$ cat config.mk
export PLATFORM = sky130hd
export DESIGN_NAME = tri_pair_join
export DESIGN_NICKNAME = d
export VERILOG_FILES = /design/src/rtl/tpj_pkg.sv /design/src/rtl/tpj_fault_reg.sv /design/src/rtl/tpj_pair_core.sv /design/src/rtl/tpj_fault_path.sv /design/src/rtl/tri_pair_join.sv
export SDC_FILE = /design/constraint.sdc
export NUM_CORES = 1
export LEC_CHECK = 0
export CORE_AREA = 4 4 41 43
export CTS_CLUSTER_SIZE = 40
export DETAILED_ROUTE_END_ITERATION = 8
export DIE_AREA = 0 0 45 47
export DONT_BUFFER_PORTS = 1
export PLACE_DENSITY = 0.55
export RECOVER_POWER = 100
export SYNTH_ARGS = -nofsm -noshare
export SYNTH_HDL_FRONTEND = slang
export SYNTH_SLANG_ARGS = --single-unit
export TNS_END_PERCENT = 20
$ cat constraint.sdc
create_clock -name clk -period 3.1 [get_ports clk]
set_input_delay 0.31 -clock clk [delete_from_list [all_inputs] [get_ports clk]]
set_output_delay 0.31 -clock clk [all_outputs]
set_load 0.1 [all_outputs]
$ cat src/rtl/tpj_pkg.sv
package tpj_pkg;

    localparam int unsigned LINES = 3;

    typedef logic [LINES-1:0] line_vec_t;

    typedef enum logic [1:0] {
        MODE_OK  = 2'd0,
        MODE_ONE = 2'd1,
        MODE_TWO = 2'd2,
        MODE_ALL = 2'd3
    } fault_mode_e;

    typedef struct packed {
        line_vec_t pulse;
        logic      dup;
    } join_res_t;

    function automatic int unsigned succ_line(input int unsigned k);
        return (k + 1) % LINES;
    endfunction

    function automatic int unsigned pred_line(input int unsigned k);
        return (k + LINES - 1) % LINES;
    endfunction

    // index of the line not contained in pair (a,b)
    function automatic int unsigned third_line(input int unsigned a, input int unsigned b);
        return (LINES * (LINES - 1) / 2) - a - b;
    endfunction

    function automatic fault_mode_e mode_of(input line_vec_t stuck);
        case ($countones(stuck))
            0:       return MODE_OK;
            1:       return MODE_ONE;
            2:       return MODE_TWO;
            default: return MODE_ALL;
        endcase
    endfunction

endpackage

$ cat src/rtl/tpj_fault_reg.sv
module tpj_fault_reg
    import tpj_pkg::*;
(
    input  logic        clk,
    input  logic        rst,
    input  line_vec_t   flt_set,
    output line_vec_t   stuck_q,
    output line_vec_t   stuck_d,
    output fault_mode_e mode,
    output line_vec_t   level
);

    assign stuck_d = stuck_q | flt_set;

    always_ff @(posedge clk) begin
        if (rst) stuck_q <= '0;
        else     stuck_q <= stuck_d;
    end

    assign mode = mode_of(stuck_q);

    for (genvar o = 0; o < LINES; o++) begin : g_level
        // single stuck k holds output succ(k); two stuck hold the free line
        assign level[o] = ((mode == MODE_ONE) && stuck_q[pred_line(o)])
                        || ((mode == MODE_TWO) && !stuck_q[o]);
    end

    // a fault mark never disappears without reset
    a_r7_sticky_marks: assert property (@(posedge clk) disable iff (rst)
        (|stuck_q) |=> ((stuck_q & $past(stuck_q)) == $past(stuck_q)));

endmodule

$ cat src/rtl/tpj_pair_core.sv
module tpj_pair_core
    import tpj_pkg::*;
(
    input  logic      clk,
    input  logic      rst,
    input  logic      en,
    input  logic      flush,
    input  line_vec_t ev,
    output join_res_t res_q
);

    line_vec_t   pend_q;
    line_vec_t   pend_d;
    line_vec_t   avail;
    line_vec_t   clr;
    logic        found;
    int unsigned pick;
    join_res_t   res_d;

    always_comb begin
        avail = pend_q | ev;
        clr   = '0;
        found = 1'b0;
        pick  = 0;
        for (int unsigned a = 0; a < LINES; a++) begin
            for (int unsigned b = a + 1; b < LINES; b++) begin
                if (!found && avail[a] && avail[b]) begin
                    found  = 1'b1;
                    pick   = third_line(a, b);
                    clr[a] = 1'b1;
                    clr[b] = 1'b1;
                end
            end
        end
        pend_d      = flush ? '0 : (avail & ~clr);
        res_d.pulse = (en && found) ? line_vec_t'(1 << pick) : '0;
        res_d.dup   = en && (|(ev & pend_q));
    end

    always_ff @(posedge clk) begin
        if (rst) begin
            pend_q <= '0;
            res_q  <= '0;
        end else begin
            pend_q <= pend_d;
            res_q  <= res_d;
        end
    end

    // at most one line can be waiting
    a_r2_single_pending: assert property (@(posedge clk) disable iff (rst)
        $onehot0(pend_q));

    // nothing pending and at most one event gives no pulse
    a_r2_no_lone_pulse: assert property (@(posedge clk) disable iff (rst)
        (en && pend_q == '0 && $countones(ev) <= 1) |=> (res_q.pulse == '0));

    // two or more events together always fire exactly one output
    a_r4_same_cycle_pair: assert property (@(posedge clk) disable iff (rst)
        (en && !flush && pend_q == '0 && $countones(ev) >= 2) |=> $onehot(res_q.pulse));

    // repeat on a pending line is flagged
    a_r6_dup_flag: assert property (@(posedge clk) disable iff (rst)
        (en && |(ev & pend_q)) |=> res_q.dup);

endmodule

$ cat src/rtl/tpj_fault_path.sv
module tpj_fault_path
    import tpj_pkg::*;
(
    input  logic        clk,
    input  logic        rst,
    input  fault_mode_e mode,
    input  line_vec_t   stuck,
    input  line_vec_t   ev,
    output line_vec_t   pulse_q
);

    line_vec_t pulse_d;

    for (genvar o = 0; o < LINES; o++) begin : g_path
        // stuck k with event on succ(k) pulses output pred(k); here k = succ(o)
        assign pulse_d[o] = (mode == MODE_ONE) && stuck[succ_line(o)] && ev[pred_line(o)];
    end

    always_ff @(posedge clk) begin
        if (rst) pulse_q <= '0;
        else     pulse_q <= pulse_d;
    end

    // a faulty pulse only follows an event
    a_r9_pulse_needs_event: assert property (@(posedge clk) disable iff (rst)
        (ev == '0) |=> (pulse_q == '0));

endmodule

$ cat src/rtl/tri_pair_join.sv
module tri_pair_join
    import tpj_pkg::*;
(
    input  logic       clk,
    input  logic       rst,
    input  logic [2:0] ev_in,
    input  logic [2:0] flt_set,
    output logic [2:0] ev_out,
    output logic       dup_err
);

    line_vec_t   stuck_q;
    line_vec_t   stuck_d;
    line_vec_t   level;
    line_vec_t   fpulse;
    fault_mode_e mode;
    join_res_t   core_res;

    tpj_fault_reg u_freg (
        .clk     (clk),
        .rst     (rst),
        .flt_set (flt_set),
        .stuck_q (stuck_q),
        .stuck_d (stuck_d),
        .mode    (mode),
        .level   (level)
    );

    tpj_pair_core u_core (
        .clk   (clk),
        .rst   (rst),
        .en    (mode == MODE_OK),
        .flush (|stuck_d),
        .ev    (ev_in),
        .res_q (core_res)
    );

    tpj_fault_path u_fpath (
        .clk     (clk),
        .rst     (rst),
        .mode    (mode),
        .stuck   (stuck_q),
        .ev      (ev_in),
        .pulse_q (fpulse)
    );

    assign ev_out  = core_res.pulse | fpulse | level;
    assign dup_err = core_res.dup;

    // all lines stuck silences every output
    a_r11_all_stuck_silent: assert property (@(posedge clk) disable iff (rst)
        (stuck_q == '1) |-> (ev_out == '0));

    // two stuck lines hold exactly the free output
    a_r10_two_stuck_level: assert property (@(posedge clk) disable iff (rst)
        (mode == MODE_TWO && $stable(stuck_q)) |-> (ev_out == ~stuck_q));

    // single stuck line keeps at least one output high
    a_r8_single_stuck_level: assert property (@(posedge clk) disable iff (rst)
        (mode == MODE_ONE) |-> (ev_out != '0));

endmodule

==> metrics <==
vias in the first global route=376; combinational share of power=0.247; Int Pwr=0.243 mW; Worst Setup Slack, final=0.506 ns; Synth Cell Area=549 µm²; outcome=completed; final-report max-slew violation count=0; CTS H-tree depth=1; TritonCTS clock tree=built; Crit path required time=2.79 ns; worst-case clock buffer depth=2; worst-skew pair later-pin latency=0.27 ns; final hold violations=0; MaxCap Viol Count=0; critical path capture point type=output pin; Std-Cell Rows=13; cts hold-fix bufs=0; min Tclk post-route=2.59 ns; die extent in y=47 µm; core area=1300 µm²; Hold Path Class=input port to flop; static leakage=0.265 nW; Layout Skew=0.000361 ns; postcts setup bufs=0; Ports=12; gpl congestion=0.733; hold_sp=rst; Synth Instances=59; RSZ-0062 raised after global routing=false; Final setup violation count=0; via count=429; Antenna diodes=0; Max Freq=0.385 GHz; Via density=5.36; Area Growth Syn to Fin=11.4%; Yosys reg bits=13; initial DRC count=16; Reg-to-Reg Start=u_freg.stuck_q[1]; # nets final=79; Peak VDD IR=278 µV; GRT overflow=0; Synth Flop Type=dfxtp_1; Routed Antenna Nets=0; clk slew on worst S/H paths=0.07 ns; die area=2120 µm²; DRC viols=0; Resized cells post-CTS=0; Avg Synthesized Cell Area=9.31 µm²; initial antenna violation count=0; Setup WS pre-CTS=0.970 ns; Post-Route WL=1.00 mm; final period utilization=0.837; fraction of layout cells with a size suffix above 1=0.154; Net Switching=0.125 mW; Crit Path Max Fanout=6; Worst Setup SP=u_freg.stuck_q[0]; DRT Pass-1 Iters=5; Setup Crit Path Kind=flop to output pin; Synth cell types=20; Net Count, Synth=72; register area share after synthesis=0.474; Seq pwr share=0.481; Total GRT Usage=0.109; Rel. slew slack=0.376; ys async rst share=0; first-pass GRT wire length=1.52 mm; CTS Sinks=13; WL/cell=12.5 µm; placed wire-length estimate=806 µm; Clock Tree Root=clkbuf_4; Initial Util=0.422; Clock power frac=0.272; Sw Share=0.341; Synth Warn #=0; final hold slack=0.100 ns; worst-margin pin slew=0.935 ns; largest net degree at the start of global routing=8; crit path launch type=flop; PD cells=602 nW/µm²; Num CTS Buffers=3; die width=45 µm; IO Port Bufs=0; Post-synth EDFFs=0; Arr. time, crit path=2.28 ns
-- metal layers --
metal / up-vias / part of all wire / track usage
met5: - / 0 / 0
met4: 0 / 0.021 / 0.0702
met3: 4 / 0.070 / 0.0613
met2: 16 / 0.44 / 0.150
met1: 191 / 0.47 / 0.130
li1: 218 / - / -
-- path summary, 6_finish.rpt --
path | end | slack [ns] | cells after the start
setup / recovery | ev_out[0] | 0.51 | 6
hold / removal | u_freg.stuck_q[1] | 0.10 | 1
setup reg to reg | u_core.res_q[3] | 1.26 | 8
hold reg to reg | u_core.pend_q[0] | 0.49 | 1
-- per-stage QoR --
| step | power (mW) | utilization | instance area [µm²] | setup TNS (ns) | std cells |
|---|---|---|---|---|---|
| floorplan | 0.258 | - | 549 | -0.550 | 59 |
| global placement | 0.275 | 0.454 | 591 | 0 | 76 |
| detailed placement | 0.275 | 0.454 | 591 | 0 | 76 |
| CTS | 0.376 | 0.474 | 617 | 0 | 80 |
| global route | 0.386 | 0.470 | 612 | 0 | 80 |
| finish | 0.368 | 0.470 | 612 | 0 | 80 |
-- worst max-delay path, stage by stage, from the launching register on --
cell      delay, ns
dfxtp_1        0.44
inv_1          0.09
fa_1           0.63
nor3b_1        0.21
a21oi_1        0.07
o21ai_2        0.11
clkbuf_2       0.46
-- cells in the mapped netlist (2+ instances only) --
library cell,number,area (µm²)
nor2_1,16,60.1
dfxtp_1,13,260
ha_1,4,50.1
inv_1,4,15.0
o21ai_0,4,20.0
and3_1,2,12.5
nand4b_1,2,17.5
nor4_1,2,12.5
-- power by group through the flow --
stage	logic (mW)	clock network [mW]	registers [mW]
after CTS	0.0946	0.105	0.177
after floorplan	0.0784	0	0.180
after global placement	0.0944	0	0.181
after detailed placement	0.0944	0	0.181
final	0.0911	0.100	0.177
after global routing	0.0975	0.110	0.178
-- placed cells by master (no fill, tap or decap) --
cell type | Yosys | layout
nor2_1 | 16 | 16
dfxtp_1 | 13 | 13
inv_1 | 4 | 4
ha_1 | 4 | 4
clkbuf_4 | 0 | 3
o21ai_2 | 0 | 2
and3_1 | 2 | 2
o21ai_0 | 4 | 2
nand4b_1 | 2 | 2
nor4_1 | 2 | 2
clkbuf_2 | 0 | 2
or3_1 | 1 | 1
nor2b_2 | 1 | 1
nor3b_1 | 1 | 1
a21oi_1 | 1 | 1
a22oi_1 | 1 | 1
a222oi_1 | 1 | 1
nand3_1 | 1 | 1
nor3_1 | 1 | 1
and2_0 | 0 | 1
and3_2 | 1 | 1
and4bb_2 | 1 | 1
fa_1 | 1 | 1
clkbuf_1 | 0 | 1
-- flip-flops by register name (all words and copies together), names as in the netlist --
signal / cells
u_fpath.pulse_q: 3
u_core.res_q: 4
u_core.pend_q: 3
u_freg.stuck_q: 3
-- logic make-up after synthesis --
family,count (synthesis),synth area share
compound gates,7,0.0774
fa+ha+maj,5,0.128
buf+inv,4,0.0273
flops,13,0.474
simple gates,30,0.294
-- layout make-up --
| type | instances | area (µm²) |
|---|---|---|
| clock buffer | 4 | 26.3 |
| multi-input combinational | 42 | 282 |
| sequential | 13 | 260 |
| inverter | 4 | 15.0 |
| fill | 140 | 689 |
| timing repair buffer | 2 | 10.0 |
| tap | 15 | 18.8 |
No activity file was read; power rests on OpenSTA's default activity.
